## config.mk

```make
export PLATFORM = sky130hd
export DESIGN_NAME = wram_bank_mapper
export DESIGN_NICKNAME = d
export VERILOG_FILES = /design/src/rtl/wram_map_pkg.sv /design/src/rtl/wram_bank_regs.sv /design/src/rtl/wram_bank_lookup.sv /design/src/rtl/wram_bank_mapper.sv
export SDC_FILE = /design/constraint.sdc
export NUM_CORES = 1
export LEC_CHECK = 0
export ABC_AREA = 1
export BUFFER_PORTS_ARGS = -buffer_cell sky130_fd_sc_hd__buf_2
export CORE_MARGIN = 1.5
export CORE_UTILIZATION = 23
export DETAILED_ROUTE_END_ITERATION = 8
export GPL_ROUTABILITY_DRIVEN = 1
export SYNTH_ARGS = -nofsm -noshare
export SYNTH_HDL_FRONTEND = slang
export SYNTH_SLANG_ARGS = --single-unit
```

## constraint.sdc

```tcl
create_clock -name clk -period 1.9 [get_ports clk]
set_clock_uncertainty 0.05 [all_clocks]
set_input_delay 0.095 -clock clk [delete_from_list [all_inputs] [get_ports clk]]
set_output_delay 0.095 -clock clk [all_outputs]
set_load 0.1 [all_outputs]
```

## src/rtl/wram_map_pkg.sv

```systemverilog
package wram_map_pkg;

    // Owner encoding held in bits 1:0 of a control byte
    typedef enum logic [1:0] {
        OWN_MAIN    = 2'd0,
        OWN_APP     = 2'd1,
        OWN_DSP     = 2'd2,
        OWN_DSP_ALT = 2'd3
    } owner_e;

    // Stored part of one control byte (bits 6:5 are not kept)
    typedef struct packed {
        logic       en;
        logic [2:0] slot;
        owner_e     owner;
    } bank_ctrl_t;

    // Both DSP encodings are one requester class
    function automatic logic owner_matches(owner_e owner, logic [1:0] src);
        if (owner[1]) return src[1];
        return (src == logic'(owner) ? 1'b1 : 1'b0) && !src[1] && (src[0] == owner[0]);
    endfunction

    function automatic logic [7:0] pack_ctrl(bank_ctrl_t c);
        return {c.en, 2'b00, c.slot, logic'(c.owner[1]), logic'(c.owner[0])};
    endfunction

endpackage

```

## src/rtl/wram_bank_regs.sv

```systemverilog
module wram_bank_regs
    import wram_map_pkg::*;
#(
    parameter int NBANK = 16,
    localparam int AW   = $clog2(NBANK)
) (
    input  logic                   clk,
    input  logic                   rst_n,
    input  logic                   we,
    input  logic [AW-1:0]          addr,
    input  logic [7:0]             wdata,
    output logic [7:0]             rdata,
    output bank_ctrl_t [NBANK-1:0] ctrl
);

    bank_ctrl_t [NBANK-1:0] bank_d, bank_q;

    always_comb begin
        bank_d = bank_q;
        if (we && (int'(addr) < NBANK)) begin
            bank_d[addr].en    = wdata[7];
            bank_d[addr].slot  = wdata[4:2];
            bank_d[addr].owner = owner_e'(wdata[1:0]);
        end
    end

    always_ff @(posedge clk) begin
        if (!rst_n) bank_q <= '0;
        else        bank_q <= bank_d;
    end

    always_comb begin
        rdata = 8'h00;
        if (int'(addr) < NBANK) rdata = pack_ctrl(bank_q[addr]);
    end

    assign ctrl = bank_q;

endmodule

```

## src/rtl/wram_bank_lookup.sv

```systemverilog
module wram_bank_lookup
    import wram_map_pkg::*;
#(
    parameter int PER_TYPE = 8,
    localparam int NBANK   = 2 * PER_TYPE,
    localparam int BW      = $clog2(NBANK),
    localparam int IW      = (PER_TYPE > 1) ? $clog2(PER_TYPE) : 1
) (
    input  logic                   clk,
    input  logic                   rst_n,
    input  bank_ctrl_t [NBANK-1:0] ctrl,
    input  logic                   req,
    input  logic [1:0]             src,
    input  logic                   is_data,
    input  logic [2:0]             slot,
    output logic                   valid,
    output logic                   hit,
    output logic                   conflict,
    output logic [BW-1:0]          bank
);

    typedef struct packed {
        logic          valid;
        logic          hit;
        logic          conflict;
        logic [BW-1:0] bank;
    } res_t;

    res_t                res_d, res_q;
    logic [PER_TYPE-1:0] match;
    logic [IW-1:0]       win;

    // One comparator per bank position within the selected type
    for (genvar g = 0; g < PER_TYPE; g++) begin : g_match
        bank_ctrl_t sel;
        assign sel = is_data ? ctrl[PER_TYPE + g] : ctrl[g];
        assign match[g] = sel.en && (sel.slot == slot) && owner_matches(sel.owner, src);
    end

    always_comb begin
        // Lowest index wins: scan from the top so the last hit kept is the lowest
        win = '0;
        for (int i = PER_TYPE - 1; i >= 0; i--) begin
            if (match[i]) win = IW'(i);
        end

        res_d          = '0;
        res_d.valid    = req;
        res_d.hit      = req && (|match);
        res_d.conflict = res_d.hit && (|(match & (match - 1'b1)));
        if (res_d.hit)
            res_d.bank = is_data ? BW'(PER_TYPE + int'(win)) : BW'(int'(win));
    end

    always_ff @(posedge clk) begin
        if (!rst_n) res_q <= '0;
        else        res_q <= res_d;
    end

    assign valid    = res_q.valid;
    assign hit      = res_q.hit;
    assign conflict = res_q.conflict;
    assign bank     = res_q.bank;

endmodule

```

## src/rtl/wram_bank_mapper.sv

```systemverilog
module wram_bank_mapper
    import wram_map_pkg::*;
#(
    parameter int  BANKS_PER_TYPE = 8,
    localparam int BANK_IDX_W     = $clog2(2 * BANKS_PER_TYPE)
) (
    input  logic                  clk,
    input  logic                  rst_n,
    input  logic                  reg_we,
    input  logic [BANK_IDX_W-1:0] reg_addr,
    input  logic [7:0]            reg_wdata,
    output logic [7:0]            reg_rdata,
    input  logic                  lkp_req,
    input  logic [1:0]            lkp_src,
    input  logic                  lkp_is_data,
    input  logic [2:0]            lkp_slot,
    output logic                  lkp_valid,
    output logic                  lkp_hit,
    output logic [BANK_IDX_W-1:0] lkp_bank,
    output logic                  lkp_conflict
);

    localparam int NBANK = 2 * BANKS_PER_TYPE;

    bank_ctrl_t [NBANK-1:0] ctrl;

    wram_bank_regs #(.NBANK(NBANK)) u_regs (
        .clk   (clk),
        .rst_n (rst_n),
        .we    (reg_we),
        .addr  (reg_addr),
        .wdata (reg_wdata),
        .rdata (reg_rdata),
        .ctrl  (ctrl)
    );

    wram_bank_lookup #(.PER_TYPE(BANKS_PER_TYPE)) u_lookup (
        .clk      (clk),
        .rst_n    (rst_n),
        .ctrl     (ctrl),
        .req      (lkp_req),
        .src      (lkp_src),
        .is_data  (lkp_is_data),
        .slot     (lkp_slot),
        .valid    (lkp_valid),
        .hit      (lkp_hit),
        .conflict (lkp_conflict),
        .bank     (lkp_bank)
    );

endmodule

```

---- After elaboration in Yosys (flattened, before gate mapping) ----
Cells that the tools add are included.
Widths: inputs -> output; s select.
cells by class
  add/subtract/negate cells ............... 2
  magnitude comparators ................... 2
  equal/unequal tests ..................... 24
  multiplexer cells ....................... 60
  bitwise operators ....................... 1
  reductions and logical operators ........ 40
operators with widths
  operator             number
  $bwmux 96            3
  $demux 6 s4          3
  $mux 6               10
  $logic_and 1x1->1    35
  $mux 1               32
  $mux 3               9
  $bmux 6 s4           1
  $eq 3x3->1           8
  $eq 2x1->1           8
  $reduce_or 8->1      2
  $and 8x8->8          1
  $eq 1x1->1           8
  $sub 8x1->8 const B  1
  $lt 4x5->1 const B   1
  $mux 5               1
  $add 4x3->4 const A  1
  $ge 4x1->1 const B   1
  $reduce_and 3->1     1
  $mux 2               1
  $reduce_and 2->1     1
  $logic_not 1->1      1
storage, ports and cells
  register bits ........................... 103
  input bits .............................. 22
  output and inout bits ................... 15
  word-level logic and storage cells ...... 182

---- Longest topological paths before layout ----
Gate-level depths: netlist of the first run.
  depth in word-level cells ............... 17
  gate-level depth with buffers ........... 16
  depth with buffers taken out ............ 14

---- Modules after synthesis ----
Synthesis of the first run repeated with hierarchy kept, for this count alone.
unflattened totals
  cells, all modules ...................... 1129
  area, all modules ....................... 6326.1 um2
by module, submodules not included
  module            times used  cells an instance  area an instance (um2)  sequential area each (um2)
  wram_bank_regs    1           744                4586.9                  1921.8
  wram_bank_lookup  1           385                1739.2                  140.1

---- Worst setup path after synthesis of the first run ----
Ideal clock, no wire load.
  path kind ............................... in2out
  start point ............................. input port reg_addr[1]
  end point ............................... output port reg_rdata[0]
  arrival time ............................ 1.820 ns
  setup slack ............................. -0.065 ns
  stages on the path ...................... 7
  buffers on the path ..................... 1
  cells stage by stage .................... nand2_1 clkbuf_1 inv_1 a22oi_1 o221ai_1 nand2_1 nand4_1
between the ends
  word-level cells in the longest chain between the ends .. 2
RTL lines
  what                          RTL line                RTL
  start: declaration            wram_bank_mapper.sv:10  input logic [BANK_IDX_W-1:0] reg_addr,
  $bmux 6 s4                    wram_bank_regs.sv:34    if (int'(addr) < NBANK) rdata = pack_ctrl(bank_q[addr]);
  $mux 6 (implied by the code)  wram_bank_regs.sv:34
  end: declaration              wram_bank_mapper.sv:12  output logic [7:0] reg_rdata,
Every way passes these cells. The select of a mux whose other input is x is not followed.

---- Worst setup path after layout of the first run ----
  start point ............................. register u_regs.bank_q (netlist bit u_regs.ctrl[42])
  end point ............................... output port reg_rdata[0]
between the ends
  word-level cells in the longest chain between the ends .. 2
RTL lines
  what                          RTL line              RTL
  start: declaration            wram_bank_regs.sv:16  bank_ctrl_t [NBANK-1:0] bank_d, bank_q;
  start signal: assignment      wram_bank_regs.sv:29  else bank_q <= bank_d;
  $bmux 6 s4                    wram_bank_regs.sv:34
  $mux 6 (implied by the code)  wram_bank_regs.sv:34
Every way passes these cells. The select of a mux whose other input is x is not followed.

==> flow_summary.json, run 1 <==
{
  "first_global_vias": 5284,
  "synth_cells": 920,
  "ys_ff_latch": 103,
  "synth-edff-count": 0,
  "worstPathRequired_ps": 1750,
  "status": "complete, no violations",
  "ys_seq_area_share_pct": 35.83,
  "antenna_found_initial": 1,
  "avgSynthCellArea_um2": 6.255,
  "ios": 37,
  "cts-root-buf": "clkbuf_16",
  "drive_gt1_share_pct": 9.777,
  "globalplace.congestion": 0.8613,
  "hold_path.class": "input port to flip-flop",
  "cts_setup_buffers": 0,
  "r2r_setup_slack_ps": 190,
  "drcViolationCount": 0,
  "start_kind": "flip-flop",
  "routed_via_density": 4.691,
  "ys_warn_count": 0,
  "ir_drop_v": 0.0004386,
  "clk_pin_slew_ps": 70,
  "die_area_um2": 25980,
  "cts.sinks": 103,
  "grt_pass1_wl_um": 28890,
  "dpl.hpwl_um": 13390,
  "pwr-share-comb_pct": 13.8,
  "netSwitchingPower_mw": 1.345,
  "detail-route-antenna-nets": 0,
  "crit_arrival_ps": 1640,
  "finalMaxSlewViolations": 0,
  "insertion_delay_ps": 350,
  "worstReg2RegEnd": "u_lookup.bank[0]",
  "finalNonFillerCells": 1265,
  "fin_crit_ps": 1790,
  "numCtsBuffers": 9,
  "powerDensity_nw_per_um2": 698.7,
  "portBuffers": 32,
  "start_util_pct": 23.52,
  "tritoncts": "done",
  "fmax_mhz": 558.7,
  "fin_setup_tns_ps": 0,
  "p_sw_share_pct": 28.85,
  "grtUsageTotal_pct": 14.38,
  "rsz0062_at_grt": "no",
  "maxCapViolations": 0,
  "htreeDepth": 3,
  "crit_end": "reg_rdata[0]",
  "path_class": "flip-flop to primary output",
  "worstReg2RegStart": "u_regs.ctrl[23]",
  "leakagePower_nw": 2.751,
  "synth_cell_types": 28,
  "worstSetupEndpointType": "primary output",
  "syn_to_final_growth_pct": 15.94,
  "grt_max_degree": 78,
  "grt-ovfl-total": 0,
  "fin_crit_sh_pct": 94.21,
  "setup_viol": 0,
  "routed-via-count": 5934,
  "fin_util_pct": 27.27,
  "first_iter_violations": 537,
  "die_width_um": 161.2,
  "synth.most_common_cell": "nand2_1",
  "synthTopCellsByCount": "nand2_1, o21ai_0, inv_1",
  "critPathLaunch": "u_regs.ctrl[42]",
  "yosys.area.top_type_share_pct": 35.83,
  "diodes": 0,
  "hold_viol": 0,
  "async_reset_ff_share_pct": 0,
  "dp_cells": 1249,
  "nFillCells": 2709,
  "wl_per_cell_um": 14.56,
  "rows": 57,
  "clkPwrFrac_pct": 38.5,
  "fp.dieH_um": 161.2,
  "cts_buffer_depth": 2,
  "ys.flop_type": "dfxtp_1",
  "crit_fanout": 2,
  "dr.pass1.iters": 5,
  "wl_um": 18420,
  "seq_power_share_pct": 47.7,
  "r2r_cells": 10,
  "nets": 959,
  "synth.cell_area_um2": 5754,
  "intPower_mw": 3.316,
  "ys_top_cells_by_area": "dfxtp_1, nand2_1, o21ai_0, inv_1, a21oi_1",
  "yosys.area.top_type": "dfxtp_1",
  "core_region_area_um2": 24460
}
## how the worst min path moves through the flow
stage                      start          endpoint  slack (ps)  cells after the start
floorplan                lkp_req  u_lookup.bank[2]         190                      2
global placement         lkp_req  u_lookup.bank[2]         330                      3
detailed placement       lkp_req  u_lookup.bank[2]         330                      3
CTS                 reg_wdata[7]   u_regs.ctrl[65]         110                      3
global route        reg_wdata[7]   u_regs.ctrl[71]         110                      3
finish              reg_wdata[7]   u_regs.ctrl[65]         110                      3
## what timing repair did
action / in CTS / in global routing
gates resized for setup: 0 / 1
hold buffers: 1 / 0
endpoints found under the hold margin: 2 / 0
setup endpoints to repair: 0 / 1
## layout make-up
class	instances	area [um^2]	area share, %
clock buffer	11	242.7	3.638
clock inverter	4	32.53	0.4876
timing repair buffer	58	498.0	7.464
multi-input combinational	642	2964	44.43
sequential	103	2062	30.91
inverter	123	466.7	6.996
tap	324	405.4	6.077
## power by group through the flow
stage               combinational [mW]  sequential [mW]  clock, mW
floorplan                        0.422             2.28          0
global placement                 0.628             2.27          0
detailed placement               0.633             2.27          0
CTS                              0.637             2.22       1.82
global route                     0.708             2.23       1.93
finish                           0.645             2.22       1.79
## sequential cells by signal, summed over array words and instances, names as in the netlist
register,flops
u_lookup.hit,1
u_lookup.bank,4
u_lookup.valid,1
u_regs.ctrl,96
u_lookup.conflict,1
## metrics by stage
step / worst slack, ps / area, um^2 / hold slack [ps] / total power, mW
2_1_floorplan: 43.61 / 5761 / 194.0 / 2.701
3_3_place_gp: 97.37 / 6384 / 325.2 / 2.902
3_5_place_dp: 113.3 / 6384 / 328.4 / 2.908
4_1_cts: 96.52 / 6669 / 106.3 / 4.685
5_1_grt: 6.847 / 6671 / 105.9 / 4.871
6_report: 110.1 / 6671 / 111.7 / 4.661
## cells in the final DEF (no fill, tap or decap), types with 7 or more instances in the layout
cell / instances
inv_1: 118
buf_2: 26
clkbuf_16: 9
buf_12: 10
o22ai_1: 34
buf_4: 21
nor2_1: 79
nand2_1: 231
a21oi_1: 82
nand3_1: 49
o21ai_0: 121
dfxtp_1: 103
nand2_2: 7
a22oi_1: 8
## per-layer routing
metal | vias to the layer above | global-route usage [%] | routed length (um)
met1 | 2697 | 20.00 | 8545
met4 | 2 | 3.704 | 252
met2 | 206 | 22.39 | 8253
li1 | 3012 | - | -
met3 | 17 | 3.184 | 1358
met5 | - | 0 | 13
## kinds of logic (layout without fill, tap and decap cells)
group           count (synthesis)  in the layout  share of synthesized area [%]
compound gates                258            258                          23.98
buf+inv                       176            196                          12.76
flops                         103            103                          35.83
other cells                     1              2                        0.06517
simple gates                  382            382                          27.35
## worst max-delay path: stages, from the launching register on
cell and delay [ps]:
dfxtp_1 310, inv_1 70, o22ai_1 90, o21ai_0 290, nand4_1 280, buf_12 250
Note: power is estimated with default switching activity, not from simulation.
==> run 2, diff against run 1 <==
--- a/config.mk
+++ b/config.mk
@@ -9,6 +9,7 @@
 export BUFFER_PORTS_ARGS = -buffer_cell sky130_fd_sc_hd__buf_2
 export CORE_MARGIN = 1.5
 export CORE_UTILIZATION = 23
+export CTS_BUF_LIST = sky130_fd_sc_hd__clkbuf_4 sky130_fd_sc_hd__clkbuf_8 sky130_fd_sc_hd__clkbuf_16
 export DETAILED_ROUTE_END_ITERATION = 8
 export GPL_ROUTABILITY_DRIVEN = 1
 export SYNTH_ARGS = -nofsm -noshare
==> flow_summary.json, run 2 (synthesized netlist as in run 1, its figures left out) <==
{
  "grt_max_degree": 78,
  "r2r_setup_slack_ps": 190,
  "maxCapViolations": 0,
  "largest_reg_flops": 96,
  "syn_to_final_growth_pct": 16.00,
  "rows": 57,
  "fin_crit_ps": 1806,
  "drcViolationCount": 0,
  "final_common_cell": "nand2_1",
  "powerDensity_nw_per_um2": 701.0,
  "design_area_um2": 6675,
  "start_util_pct": 23.52,
  "fp.dieH_um": 161.2,
  "detail-route-antenna-nets": 0,
  "crit_family": "compound AO/OA/AOI/OAI gates",
  "ios": 37,
  "crit_arrival_ps": 1660,
  "status": "complete, no violations",
  "worstPathRequired_ps": 1750,
  "rsz0062_at_grt": "no",
  "wl_um": 18340,
  "ir_drop_v": 0.0004363,
  "hp-start": "reg_wdata[7]",
  "cts_buffer_depth": 2,
  "first_iter_violations": 524,
  "fin_setup_tns_ps": 0,
  "insertion_delay_ps": 350,
  "worstReg2RegStart": "u_regs.ctrl[23]",
  "die_area_um2": 25980,
  "nFillCells": 2707,
  "wl_per_cell_um": 14.50,
  "total_power_mw": 4.679,
  "grt-ovfl-total": 0,
  "whs_endpoint": "u_regs.ctrl[65]",
  "dr.pass1.iters": 5,
  "hold_viol": 0,
  "cp_slowest_cell": "dfxtp_1",
  "htreeDepth": 3,
  "grtUsageTotal_pct": 14.38,
  "path_class": "flip-flop to primary output",
  "slowest_delay_ps": 300,
  "die_width_um": 161.2,
  "diodes": 0,
  "crit_fanout": 3,
  "routed-via-count": 5896,
  "worstReg2RegEnd": "u_lookup.bank[0]",
  "cts-root-buf": "clkbuf_16",
  "clk_pin_slew_ps": 70,
  "fin_crit_sh_pct": 95.06,
  "grt_pass1_wl_um": 28860,
  "worst_hold_slack_ps": 111.2,
  "worstSetupEndpointType": "primary output",
  "antenna_found_initial": 1,
  "cp_num_buf_inv": 2,
  "dpl.hpwl_um": 13390,
  "numCtsBuffers": 9,
  "fmax_mhz": 553.7,
  "layout_common_cells": "nand2_1, o21ai_0, inv_1",
  "routed_via_density": 4.661,
  "globalplace.congestion": 0.8613,
  "core_region_area_um2": 24460,
  "start_kind": "flip-flop",
  "leakagePower_nw": 2.754,
  "portBuffers": 32,
  "tritoncts": "done",
  "cts.sinks": 103,
  "finalMaxSlewViolations": 0,
  "hold_path.class": "input port to flip-flop",
  "first_global_vias": 5280,
  "r2r_cells": 10,
  "dpl_cell_area_um2": 6384,
  "min_path_cells": 3,
  "setup_viol": 0,
  "drive_gt1_share_pct": 9.883,
  "cp_cell_sequence": "inv_1 > o22ai_1 > o21ai_0 > nand4_1 > buf_12",
  "nets": 959
}
run 2: cell count changes in the layout (fill, tap and decap cells not counted):
cell      delta
clkbuf_4     +1
clkbuf_1     -1
run 2: per-stage QoR:
stage	std cells	setup WS, ps	utilization, %
after floorplan	921	43.61	-
after global placement	1249	97.37	26.10
after detailed placement	1249	113.3	26.10
after CTS	1265	96.52	27.28
after global routing	1265	6.818	27.29
final	1265	93.88	27.29
run 2: how the worst max path moves through the flow:
stage / endpoint / from / cells past startpoint
finish: reg_rdata[4] / u_regs.ctrl[46] / 5
global route: reg_rdata[4] / u_regs.ctrl[46] / 5
CTS: reg_rdata[4] / u_regs.ctrl[46] / 5
detailed placement: u_lookup.conflict / lkp_is_data / 14
global placement: u_lookup.conflict / lkp_is_data / 14
floorplan: reg_rdata[3] / reg_addr[0] / 7
run 2: area by class of cell:
type	instances	area, um^2	area share, %
Timing Repair Buffer	58	498.0	7.460
Inverter	123	466.7	6.992
Clock inverter	4	32.53	0.4873
Multi-Input combinational cell	642	2964	44.40
Tap cell	324	405.4	6.073
Clock buffer	11	246.5	3.693
Sequential cell	103	2062	30.89
run 2: what timing repair did:
| item | CTS | global route |
|---|---|---|
| buffers inserted | 0 | 0 |
| gates resized for setup | 0 | 1 |
| hold buffers | 1 | 0 |
| endpoints found under the setup margin | 0 | 1 |
| hold endpoints to repair | 2 | 0 |
run 2: worst register-to-register path, stage by stage, from the launching register on:
cell and delay, ps:
dfxtp_1 310, inv_1 60, o21ai_1 240, nand2_1 90, nor2_1 210, nand3_1 190, nand2_2 180, nor2_4 60
nand2_2 80, nand3_1 60, a21oi_1 120
run 2: layer usage:
metal / up-vias / GRT usage [%] / part of all wire (%)
met3: 19 / 3.184 / 7.0
met2: 196 / 22.41 / 44
met4: 2 / 3.704 / 1.5
met1: 2665 / 19.98 / 47
li1: 3014 / - / -
met5: - / 0 / 0.071
run 2: report_power, final:
group	switching [mW]	internal [mW]	total [mW]	leakage [nW]
Sequential	0.0211	2.20	2.22	0.834
Clock	0.872	0.939	1.81	0.131
Combinational	0.455	0.189	0.644	1.79
